[config.mk]
export PLATFORM = sky130hd
export DESIGN_NAME = synth_ctrl_decoder
export DESIGN_NICKNAME = d
export VERILOG_FILES = /design/src/rtl/synth_ctrl_pkg.sv /design/src/rtl/mode_decode.sv /design/src/rtl/ref_divider.sv /design/src/rtl/rewrite_fsm.sv /design/src/rtl/synth_ctrl_decoder.sv
export SDC_FILE = /design/constraint.sdc
export NUM_CORES = 1
export LEC_CHECK = 0
export BUFFER_PORTS_ARGS = -buffer_cell sky130_fd_sc_hd__buf_2
export CAP_MARGIN = 5
export CORE_MARGIN = 5
export CORE_UTILIZATION = 51
export CTS_CLUSTER_SIZE = 40
export DETAILED_ROUTE_END_ITERATION = 16
export GPL_TIMING_DRIVEN = 0
export PLACE_DENSITY = 0.81
export RECOVER_POWER = 100
export SLEW_MARGIN = 10
export SYNTH_ARGS = -nofsm -noshare
export SYNTH_HDL_FRONTEND = slang
export SYNTH_SLANG_ARGS = --single-unit
[constraint.sdc]
create_clock -name clk -period 2.98 [get_ports clk]
set_clock_uncertainty 0.05 [all_clocks]
set_input_delay 0.894 -clock clk [delete_from_list [all_inputs] [get_ports clk]]
set_output_delay 0.894 -clock clk [all_outputs]
set_load 0.03 [all_outputs]
[src/rtl/synth_ctrl_pkg.sv]
package synth_ctrl_pkg;
    localparam int MODE_W  = 3;
    localparam int REF_W   = 3;
    localparam int RATIO_W = 3;

    typedef enum logic [1:0] {
        AUX_OFF  = 2'd0,
        AUX_XTAL = 2'd1,
        AUX_HALF = 2'd2,
        AUX_COMP = 2'd3
    } aux_src_e;

    typedef enum logic [1:0] {
        RW_IDLE,
        RW_WAIT_BOTH,
        RW_WAIT_DB1,
        RW_WAIT_DB2
    } rw_state_e;

    localparam logic [MODE_W-1:0] MODE_TOGGLE = 3'b011;
    localparam logic [MODE_W-1:0] MODE_RESET  = 3'b110;
    localparam logic [REF_W-1:0]  REF_RESET   = 3'b000;

    // 0 marks a reserved code
    function automatic logic [RATIO_W-1:0] ref_ratio(input logic [REF_W-1:0] code);
        case (code)
            3'b000:  return 3'd2;
            3'b001:  return 3'd1;
            3'b010:  return 3'd1;
            3'b011:  return 3'd4;
            3'b100:  return 3'd1;
            default: return 3'd0;
        endcase
    endfunction
endpackage

[src/rtl/mode_decode.sv]
module mode_decode
    import synth_ctrl_pkg::*;
(
    input  logic              clk,
    input  logic              rst_n,
    input  logic              wr,
    input  logic [MODE_W-1:0] mode_in,
    output aux_src_e          aux_sel,
    output logic              cp_off,
    output logic              cp_sink,
    output logic              cp_source,
    output logic              test_mode,
    output logic              bw_en
);
    logic [MODE_W-1:0] mode_q;

    always_ff @(posedge clk or negedge rst_n) begin
        if (!rst_n) begin
            mode_q <= MODE_RESET;
            bw_en  <= 1'b0;
        end else if (wr) begin
            mode_q <= mode_in;
            if (mode_in == MODE_TOGGLE)
                bw_en <= ~bw_en;
        end
    end

    always_comb begin
        aux_sel   = AUX_OFF;
        cp_off    = 1'b0;
        cp_sink   = 1'b0;
        cp_source = 1'b0;
        test_mode = 1'b0;
        unique case (mode_q)
            3'b000: aux_sel = AUX_OFF;
            3'b001: aux_sel = AUX_XTAL;
            3'b010: begin aux_sel = AUX_HALF; cp_off = 1'b1; end
            3'b011: aux_sel = AUX_XTAL;
            3'b100: begin aux_sel = AUX_COMP; test_mode = 1'b1; end
            3'b101: begin aux_sel = AUX_HALF; test_mode = 1'b1; end
            3'b110: begin aux_sel = AUX_XTAL; cp_sink = 1'b1; end
            3'b111: begin aux_sel = AUX_OFF;  cp_source = 1'b1; end
        endcase
    end

    assert_bw_toggle_R4: assert property (@(posedge clk) disable iff (!rst_n)
        (wr && mode_in == MODE_TOGGLE) |=> (bw_en != $past(bw_en)));
    assert_bw_hold_R4: assert property (@(posedge clk) disable iff (!rst_n)
        !(wr && mode_in == MODE_TOGGLE) |=> $stable(bw_en));
    assert_cp_exclusive_R3: assert property (@(posedge clk) disable iff (!rst_n)
        $onehot0({cp_off, cp_sink, cp_source}));
endmodule

[src/rtl/ref_divider.sv]
module ref_divider
    import synth_ctrl_pkg::*;
(
    input  logic               clk,
    input  logic               rst_n,
    input  logic               wr,
    input  logic [REF_W-1:0]   ref_in,
    output logic [RATIO_W-1:0] ratio,
    output logic               ref_changed,
    output logic               err,
    output logic               cmp_en
);
    localparam int CNT_W = RATIO_W - 1;

    logic [REF_W-1:0]   ref_q;
    logic [CNT_W-1:0]   cnt_q;
    logic [RATIO_W-1:0] new_ratio;
    logic               valid_wr;
    logic               wrap;

    assign new_ratio   = ref_ratio(ref_in);
    assign valid_wr    = wr && (new_ratio != '0);
    assign ref_changed = valid_wr && (ref_in != ref_q);
    assign ratio       = ref_ratio(ref_q);
    assign wrap        = ({1'b0, cnt_q} == ratio - 3'd1);
    assign cmp_en      = (cnt_q == '0);

    always_ff @(posedge clk or negedge rst_n) begin
        if (!rst_n) begin
            ref_q <= REF_RESET;
            err   <= 1'b0;
            cnt_q <= '0;
        end else begin
            if (wr)
                err <= !valid_wr;
            if (ref_changed) begin
                ref_q <= ref_in;
                cnt_q <= '0;
            end else if (wrap) begin
                cnt_q <= '0;
            end else begin
                cnt_q <= cnt_q + 1'b1;
            end
        end
    end

    assert_reserved_hold_R6: assert property (@(posedge clk) disable iff (!rst_n)
        (wr && new_ratio == '0) |=> ($stable(ratio) && err));
    assert_div4_gap_R7: assert property (@(posedge clk) disable iff (!rst_n)
        (ratio == 3'd4 && cmp_en && !ref_changed) |=> !cmp_en);
    assert_div1_every_R7: assert property (@(posedge clk) disable iff (!rst_n)
        (ratio == 3'd1 && !ref_changed) |=> cmp_en);
endmodule

[src/rtl/rewrite_fsm.sv]
module rewrite_fsm
    import synth_ctrl_pkg::*;
(
    input  logic clk,
    input  logic rst_n,
    input  logic ref_changed,
    input  logic db1,
    input  logic db2,
    output logic pend
);
    rw_state_e state_q, state_d;

    always_ff @(posedge clk or negedge rst_n) begin
        if (!rst_n) state_q <= RW_IDLE;
        else        state_q <= state_d;
    end

    always_comb begin
        state_d = state_q;
        if (ref_changed) begin
            state_d = RW_WAIT_BOTH;
        end else begin
            unique case (state_q)
                RW_IDLE:      state_d = RW_IDLE;
                RW_WAIT_BOTH: begin
                    if (db1 && db2) state_d = RW_IDLE;
                    else if (db1)   state_d = RW_WAIT_DB2;
                    else if (db2)   state_d = RW_WAIT_DB1;
                end
                RW_WAIT_DB1:  if (db1) state_d = RW_IDLE;
                RW_WAIT_DB2:  if (db2) state_d = RW_IDLE;
            endcase
        end
    end

    assign pend = (state_q != RW_IDLE);

    assert_pend_rise_R8: assert property (@(posedge clk) disable iff (!rst_n)
        ref_changed |=> pend);
    assert_pend_hold_R8: assert property (@(posedge clk) disable iff (!rst_n)
        (pend && !db1 && !db2) |=> pend);
    assert_idle_stay_R8: assert property (@(posedge clk) disable iff (!rst_n)
        (!pend && !ref_changed) |=> !pend);
endmodule

[src/rtl/synth_ctrl_decoder.sv]
module synth_ctrl_decoder
    import synth_ctrl_pkg::*;
(
    input  logic       clk,
    input  logic       rst_n,
    input  logic       ctl_wr,
    input  logic [2:0] ctl_mode,
    input  logic [2:0] ctl_ref,
    input  logic       db1_wr,
    input  logic       db2_wr,
    output logic [1:0] aux_sel,
    output logic       cp_off,
    output logic       cp_sink,
    output logic       cp_source,
    output logic       test_mode,
    output logic       bw_ctl_en,
    output logic [2:0] div_ratio,
    output logic       cmp_en,
    output logic       ref_err,
    output logic       rewrite_pend
);
    aux_src_e aux_src;
    logic     ref_changed;

    mode_decode u_mode (
        .clk       (clk),
        .rst_n     (rst_n),
        .wr        (ctl_wr),
        .mode_in   (ctl_mode),
        .aux_sel   (aux_src),
        .cp_off    (cp_off),
        .cp_sink   (cp_sink),
        .cp_source (cp_source),
        .test_mode (test_mode),
        .bw_en     (bw_ctl_en)
    );

    ref_divider u_div (
        .clk         (clk),
        .rst_n       (rst_n),
        .wr          (ctl_wr),
        .ref_in      (ctl_ref),
        .ratio       (div_ratio),
        .ref_changed (ref_changed),
        .err         (ref_err),
        .cmp_en      (cmp_en)
    );

    rewrite_fsm u_fsm (
        .clk         (clk),
        .rst_n       (rst_n),
        .ref_changed (ref_changed),
        .db1         (db1_wr),
        .db2         (db2_wr),
        .pend        (rewrite_pend)
    );

    assign aux_sel = aux_src;

    assert_no_change_no_pend_R9: assert property (@(posedge clk) disable iff (!rst_n)
        (!ctl_wr && !rewrite_pend) |=> !rewrite_pend);
endmodule

== Word level (Yosys, flattened, before mapping) ==
Cells that the tools add are included.

* Add/subtract/negate cells: 2
* Shift operators: 0
* Multiplexer cells: 16
* Div/mod/pow operators: 0
* Equality and inequality tests: 24
* Reductions and logical operators: 19
* Multipliers: 0
* $lt $le $gt $ge: 0
* Bitwise gates (word level): 1

{| class="wikitable"
|+ Operator list
! operator !! count
|-
| equality test 3 x 2 -> 1 bit, second input constant || 7
|-
| equality test 3 bit, second input constant || 6
|-
| one-hot mux 3 bit (3 select lines) || 2
|-
| two-way mux 2 bit || 8
|-
| one-hot mux 2 bit (4 select lines) || 2
|-
| equality test 3 x 1 -> 1 bit, second input constant || 3
|-
| zero test 3 bit || 3
|-
| OR reduction 3 bit || 3
|-
| inequality test 3 bit, second input constant || 2
|-
| OR reduction 2 bit || 3
|-
| inequality test 5 x 4 -> 1 bit, second input constant || 1
|-
| equality test 2 bit, second input constant || 2
|-
| zero test 2 bit || 2
|-
| two-way mux 1 bit || 4
|-
| equality test 2 x 3 -> 1 bit || 1
|-
| logical AND 1 bit || 3
|-
| inequality test 3 bit || 1
|-
| AND reduction 3 bit || 1
|-
| nonzero test 3 bit || 1
|-
| subtractor 3 x 1 -> 3 bit, second input constant || 1
|-
| adder 2 x 1 -> 2 bit, second input constant || 1
|-
| equality test 2 x 1 -> 1 bit, second input constant || 1
|-
| AND reduction 2 bit || 1
|-
| nonzero test 2 bit || 1
|-
| other kinds (2) || 2
|}

* Logic and storage cells: 68
* Bits in read-only memories: 0
* Memories: 0
* Output and inout bits: 13
* Latch bits: 0
* Flip-flop bits (word level): 12
* Memory bits (writable): 0
* Input bits: 11

== Depth between registers and ports, before layout ==
Gate-level depths: netlist (run 1).

* Word-level depth: 8
* Gate-level depth with buffers: 7
* Mapped depth without buffers: 6

== By module ==
From an unflattened synthesis (run 1), not the netlist that was laid out.

* Cell total of the unflattened synthesis: 64
* Area, all modules: 710.7 µm²

{| class="wikitable"
|+ Modules (own cells, without submodules)
! module !! instances !! area an instance (µm²) !! cells each !! sequential area each (µm²)
|-
| ref_divider || 1 || 394.1 || 37 || 150.1
|-
| mode_decode || 1 || 203.9 || 17 || 102.6
|-
| rewrite_fsm || 1 || 112.6 || 10 || 50.0
|}

== Least setup slack after synthesis (run 1) ==
No wires, ideal clock.

* Path kind: flip-flop to output port
* Start: register u_mode.mode_q[1]
* End: output aux_sel[1]
* Buffers on the path: 0
* Data arrival time: 1,652 ps
* Path slack: 384 ps
* Stages on the path, launching flop included: 3
* Required time: 2,036 ps
* Cell sequence: dfstp_2 nor3b_1 or2_2

* Longest elaborated chain between the ends: 3
* Elaborated cells between the ends (all ways): 12
* Those cells by class: eq/ne (7); mux (1); reduce/logical (4)

{| class="wikitable"
|+ Ends and longest elaborated chain
! what !! RTL line !! source
|-
| start, declared || mode_decode.sv:15 || <nowiki>logic [MODE_W-1:0] mode_q;</nowiki>
|-
| start signal, assigned || mode_decode.sv:22 || <nowiki>mode_q <= mode_in;</nowiki>
|-
| equality test 3 x 1 -> 1 bit, or another cell as far along || mode_decode.sv:34 || <nowiki>unique case (mode_q)</nowiki>
|-
| OR reduction 3 bit (no source line) or OR reduction 2 bit (tied branches) || - ||
|-
| one-hot mux 2 bit (4 select lines) (*) || mode_decode.sv:34 ||
|-
| end, declared || synth_ctrl_decoder.sv:11 || <nowiki>output logic [1:0] aux_sel,</nowiki>
|}

Every way passes the cells marked *; elsewhere a longest branch is shown, timed or not.

== Final worst setup path (run 1) ==
* Start: register u_div.ref_q[2]
* End: output div_ratio[0]

* Longest elaborated chain between the ends: 3
* Elaborated cells between the ends (all ways): 7
* Those cells by class: eq/ne (4); mux (1); reduce/logical (2)

{| class="wikitable"
|+ Ends and longest elaborated chain
! what !! RTL line !! source
|-
| start, declared || ref_divider.sv:15 || <nowiki>logic [REF_W-1:0] ref_q;</nowiki>
|-
| start signal, assigned || ref_divider.sv:37 || <nowiki>ref_q <= ref_in;</nowiki>
|-
| equality test 3 x 1 -> 1 bit, or another cell as far along || synth_ctrl_pkg.sv:26 || <nowiki>case (code)</nowiki>
|-
| OR reduction 3 bit (no source line) || - ||
|-
| one-hot mux 3 bit (3 select lines) (*) || synth_ctrl_pkg.sv:26 ||
|-
| end, declared || synth_ctrl_decoder.sv:17 || <nowiki>output logic [2:0] div_ratio,</nowiki>
|}

Marks and branches as above.

==> impl_metrics.yaml, run 1 <==
outcome:
  run_status: "completed"
grt:
  grt_max_degree: 13
  grt_antenna_before_repair: 0
  grt_pass1_vias: 509
  overflow: 0
  grt_usage_pct: 14.1
  grt_pass1_wl_um: 2170
routing:
  drc: 0
  postRouteAntennaNets: 0
  vias: 526
  dr.first_iter.drc_count: 11
  routed_wl_um: 1230
  viasPerCell: 5.06
  drt-pass1-iter-count: 3
  wl_per_cell_um: 11.8
power_and_ir_drop:
  pwr_density_cell_mw_per_mm2: 715
  p_leak_nw: 0.384
  peakVddDrop_mv: 0.334
sta:
  fin_crit_sh_pct: 85.4
  fin_ws_ps: 435
  maxSlewViolCount: 0
  fmax_ghz: 0.393
  finalCriticalPeriod_ps: 2550
  setup_violations: 0
  rsz0062_at_grt: "false"
  hold_violations: 0
  tns_ps: 0
  worst_pin_slew_ps: 681
  max-slew-margin-rel_pct: 54.0
die:
  die-area_mm2: 0.00218
  boundaryPins: 24
  initial_utilization_pct: 53.6
  rows: 13
  core_mm2: 0.00128
  die_h_um: 46.7
  die_x_um: 46.7
finish:
  fin_area_um2: 815
  layout.nets: 103
  antenna_cells: 0
  drive_gt1_share_pct: 27.0
  area_growth_pct: 18.4
  nFillCells: 122
  utilization_pct: 63.4
  final-seq-area_um2: 303
  multiInputGateArea_um2: 339
logic_synthesis:
  yosysMostFrequentCell: "dfrtp_1"
  ys.flop_type: "dfrtp_1"
  netlist_instances: 63
  syn_nets: 76
  synth_cell_types: 30
  ys_seq_area_share_pct: 44.0
  synth_enable_flop_cells: 0
  avgSynthCellArea_um2: 10.9
  async_reset_ff_share_pct: 100
  synth_top_area_share_pct: 36.4
  ys_top_cells_by_area: "dfrtp_1, mux2_2, dfstp_2"
  synth_largest_area_cell: "dfrtp_1"
  synth_area_um2: 688
  ys_ff_latch: 12
  yosys_warnings: 0
  ys_top_cells_by_count: "dfrtp_1, mux2_2, xor2_1"
setup_path:
  cp.required_ps: 2040
  worstSetupPathType: "reg2out"
  cp.arrival_ps: 1600
  cp-end-kind: "output pin"
  path_max_fanout: 8
  worstSetupStartpointType: "flop"
clock_tree:
  clock-sinks: 12
  cts_buffers: 3
  clk_pin_slew_worst_paths_ps: 60
  clk_path_buf_depth: 2
  cts_root_buf: "clkbuf_4"
  ctsResizeCount: 0
  postCtsSetupBuffers: 0
  clk_latency_ps: 270
  cts_tree: "yes"
  postCtsHoldBufs: 0
  htreeDepth: 1
place:
  numPortBuffers: 22
  dp_slack_ps: 865
  dpl.hpwl_um: 1020
  dpl_cell_area_um2: 817
  place_congestion: 0.679
run:
  drv_cap: 0
hold_path:
  hold_class: "reg2reg"
-- path summary, 6_finish.rpt --
check	startpoint	end	slack, ps	cells past startpoint
setup reg to reg	u_div.ref_q[2]$_DFFE_PN0P_	u_div.cnt_q[1]$_DFF_PN0_	980	7
setup / recovery	u_div.ref_q[2]$_DFFE_PN0P_	div_ratio[0]	430	5
hold reg to reg	u_div.err$_DFFE_PN0P_	u_div.err$_DFFE_PN0P_	430	1
hold / removal	u_div.err$_DFFE_PN0P_	u_div.err$_DFFE_PN0P_	430	1
max in group asynchronous	rst_n	u_mode.mode_q[0]$_DFFE_PN0P_	1930	1
min in group asynchronous	rst_n	u_div.cnt_q[1]$_DFF_PN0_	560	1
-- report_power, final --
part           leakage (nW)  internal, mW  switching (mW)  total, mW
registers             0.141         0.201          0.0306      0.231
clock network        0.0150        0.0518          0.0483      0.100
logic                 0.227        0.0954           0.155      0.251
total                 0.384         0.348           0.234      0.582
-- state kept, by name, indices dropped and copies added, names as in the netlist --
name / count
u_div.cnt_q: 2
u_mode.mode_q: 3
u_div.ref_q: 3
u_div.err: 1
u_mode.bw_en: 1
u_fsm.state_q: 2
-- cells in the final DEF (no fill, tap or decap) --
cell type  instances
clkbuf_1          16
dfrtp_1           10
buf_2              8
xor2_1             6
mux2_2             6
o21ai_0            5
inv_1              4
nand2_1            3
clkbuf_4           3
or2_2              2
nor2_1             2
o211a_1            2
xnor2_1            2
ha_1               2
dfstp_2            2
buf_6              1
or3_2              1
clkinv_2           1
nor3b_1            1
nor2b_1            1
or3_1              1
nand3_1            1
o311ai_0           1
and3_1             1
mux2i_1            1
and3b_1            1
a21oi_1            1
o22ai_1            1
and2_1             1
nand4b_1           1
o21a_1             1
-- worst max-delay path, cell delays in order (launching register included) --
cell and delay [ps]:
dfrtp_1 370, buf_6 130, xor2_1 130, o21ai_0 390, clkinv_2 120, buf_2 200
-- stage by stage --
step / total power, mW / std cells / hold WS [ps]
after floorplan: 0.437 / 63 / 476
after global placement: 0.494 / 100 / 411
after detailed placement: 0.505 / 100 / 416
after CTS: 0.608 / 104 / 433
after global routing: 0.635 / 104 / 482
final: 0.582 / 104 / 433
-- metal layers --
layer  GRT usage [%]  up-vias  routed length, um
li1                -      276                  -
met1            18.9      236                554
met2            20.9       12                589
met3            4.60        2                 76
met4            6.63        0                  9
met5               0        -                  0
-- final cells by class --
type / count / share of cell area (%)
Multi-Input combinational cell: 44 / 41.6
Sequential cell: 12 / 37.2
Timing Repair Buffer: 22 / 11.4
Clock buffer: 4 / 3.23
Inverter: 5 / 2.46
Tap cell: 15 / 2.30
Buffer: 2 / 1.84
-- cell families after synthesis --
kind of cell / synth area share, %
buffers and inverters: 5.09
xor gates and xnor gates: 10.2
adders and majority gates: 3.64
and+or+nand+nor: 13.6
muxes: 11.3
DFF: 44.0
AOI/OAI and AO/OA: 12.2
No activity file was read; power rests on OpenSTA's default activity.
==> inputs of run 2 (changes only) <==
--- a/config.mk
+++ b/config.mk
@@ -6,12 +6,10 @@
 export NUM_CORES = 1
 export LEC_CHECK = 0
 export BUFFER_PORTS_ARGS = -buffer_cell sky130_fd_sc_hd__buf_2
-export CAP_MARGIN = 5
 export CORE_MARGIN = 5
 export CORE_UTILIZATION = 51
 export CTS_CLUSTER_SIZE = 40
 export DETAILED_ROUTE_END_ITERATION = 16
-export GPL_TIMING_DRIVEN = 0
 export PLACE_DENSITY = 0.81
 export RECOVER_POWER = 100
 export SLEW_MARGIN = 10
==> constraint.sdc (replaced) <==
create_clock -name clk -period 3.1 [get_ports clk]
set_clock_uncertainty 0.05 [all_clocks]
set_input_delay 0.93 -clock clk [delete_from_list [all_inputs] [get_ports clk]]
set_output_delay 0.93 -clock clk [all_outputs]
set_load 0.03 [all_outputs]
==> impl_metrics.yaml, run 2 (synthesis results as in run 1) <==
finish:
  drive_gt1_share_pct: 27.3
  multiInputGateArea_um2: 339
  layout_commonest_cell: "clkbuf_1"
  largestRegisters: "u_div.ref_q (3), u_mode.mode_q (3)"
  fin_cells: 103
  utilization_pct: 63.3
  antenna_cells: 0
  nFillCells: 107
  layout.nets: 102
  area_growth_pct: 18.2
  final-seq-area_um2: 303
  final_cell_mix: "clkbuf_1, dfrtp_1, buf_2, xor2_1, mux2_2"
grt:
  grt_usage_pct: 13.5
  grt_max_degree: 13
  grt_pass1_wl_um: 2060
  grt_antenna_before_repair: 0
  overflow: 0
  grt_pass1_vias: 483
clock_tree:
  cts_root_buf: "clkbuf_4"
  ctsResizeCount: 0
  clk_pin_slew_worst_paths_ps: 70
  postCtsHoldBufs: 0
  clk_latency_ps: 270
  cts_buffers: 3
  cts_tree: "yes"
  postCtsSetupBuffers: 0
  clock-sinks: 12
  clk_path_buf_depth: 2
  htreeDepth: 1
sta:
  finalCriticalPeriod_ps: 2630
  max-slew-margin-rel_pct: 55.6
  fmax_ghz: 0.381
  tns_ps: 0
  maxSlewViolCount: 0
  hold_violations: 0
  fin_ws_ps: 472
  rsz0062_at_grt: "false"
  fin_crit_sh_pct: 84.8
  worst_pin_slew_ps: 657
  setup_violations: 0
run:
  drv_cap: 0
setup_path:
  worstSetupPathType: "reg2out"
  worstSetupStartpointType: "flop"
  critPathBufInv: 2
  cp_slowest_stage_delay_ps: 470
  cp-end-kind: "output pin"
  reg2reg_from: "u_div.ref_q[2]$_DFFE_PN0P_"
  cp.required_ps: 2120
  path_cells: "xor2_1 > o21ai_0 > clkinv_2 > buf_2"
  critPathSlowestCell: "dfrtp_1"
  rrSetupSlack_ps: 1060
  regToRegEndpoint: "u_div.cnt_q[1]$_DFF_PN0_"
  path_max_fanout: 8
  r2r_cells: 6
  cp.arrival_ps: 1650
  critical-path-top-delay-family: "flip-flops"
die:
  die_h_um: 46.7
  boundaryPins: 24
  initial_utilization_pct: 53.6
  die_x_um: 46.7
  core_mm2: 0.00128
  die-area_mm2: 0.00218
  rows: 13
place:
  dp_cells: 99
  place_congestion: 0.739
  numPortBuffers: 23
  dp_slack_ps: 961
routing:
  postRouteAntennaNets: 0
  drc: 0
  dr.first_iter.drc_count: 3
  routed_wl_um: 1220
  viasPerCell: 5.03
  wl_per_cell_um: 11.9
  vias: 518
  drt-pass1-iter-count: 2
power_and_ir_drop:
  totalPowerFinal_mw: 0.579
  peakVddDrop_mv: 0.341
  p_leak_nw: 0.384
  pwr_density_cell_mw_per_mm2: 711
hold_path:
  worstHoldStart: "u_mode.bw_en$_DFFE_PN0P_"
  hold_end: "u_mode.bw_en$_DFFE_PN0P_"
  hold_class: "reg2reg"
  hold_depth: 1
outcome:
  run_status: "completed"
## run 2: layout make-up
class                           instances  area share, %
Sequential cell                        12           37.2
Timing Repair Buffer                   23           11.8
Inverter                                5           2.46
Tap cell                               15           2.31
Clock buffer                            4           4.46
Multi-Input combinational cell         44           41.7
## run 2: report_power, final
group | total, mW | switching [mW] | internal [mW]
Clock | 0.120 | 0.0486 | 0.0713
Sequential | 0.225 | 0.0321 | 0.193
Combinational | 0.234 | 0.145 | 0.0886
## run 2: worst max path at each step
stage	slack, ps	cells past startpoint	endpoint	start
2_1_floorplan	470	2	aux_sel[1]	u_mode.mode_q[1]$_DFFE_PN1P_
3_3_place_gp	970	3	div_ratio[1]	u_div.ref_q[0]$_DFFE_PN0P_
3_5_place_dp	960	3	div_ratio[1]	u_div.ref_q[0]$_DFFE_PN0P_
4_1_cts	660	3	div_ratio[1]	u_div.ref_q[0]$_DFFE_PN0P_
5_1_grt	390	4	div_ratio[0]	u_div.ref_q[2]$_DFFE_PN0P_
6_report	470	4	div_ratio[0]	u_div.ref_q[2]$_DFFE_PN0P_
## run 2: stage by stage
stage	area (um^2)	hold slack (ps)
final	813	424
after global routing	813	444
after CTS	843	433
after detailed placement	807	417
after global placement	807	415
after floorplan	688	476
## run 2: metal layers
| metal | vias up | GRT usage (%) | routed length (um) |
|---|---|---|---|
| li1 | 269 | - | - |
| met1 | 237 | 18.8 | 584 |
| met4 | 0 | 8.29 | 9 |
| met3 | 2 | 2.68 | 59 |
| met2 | 10 | 19.2 | 570 |
| met5 | - | 0 | 0 |
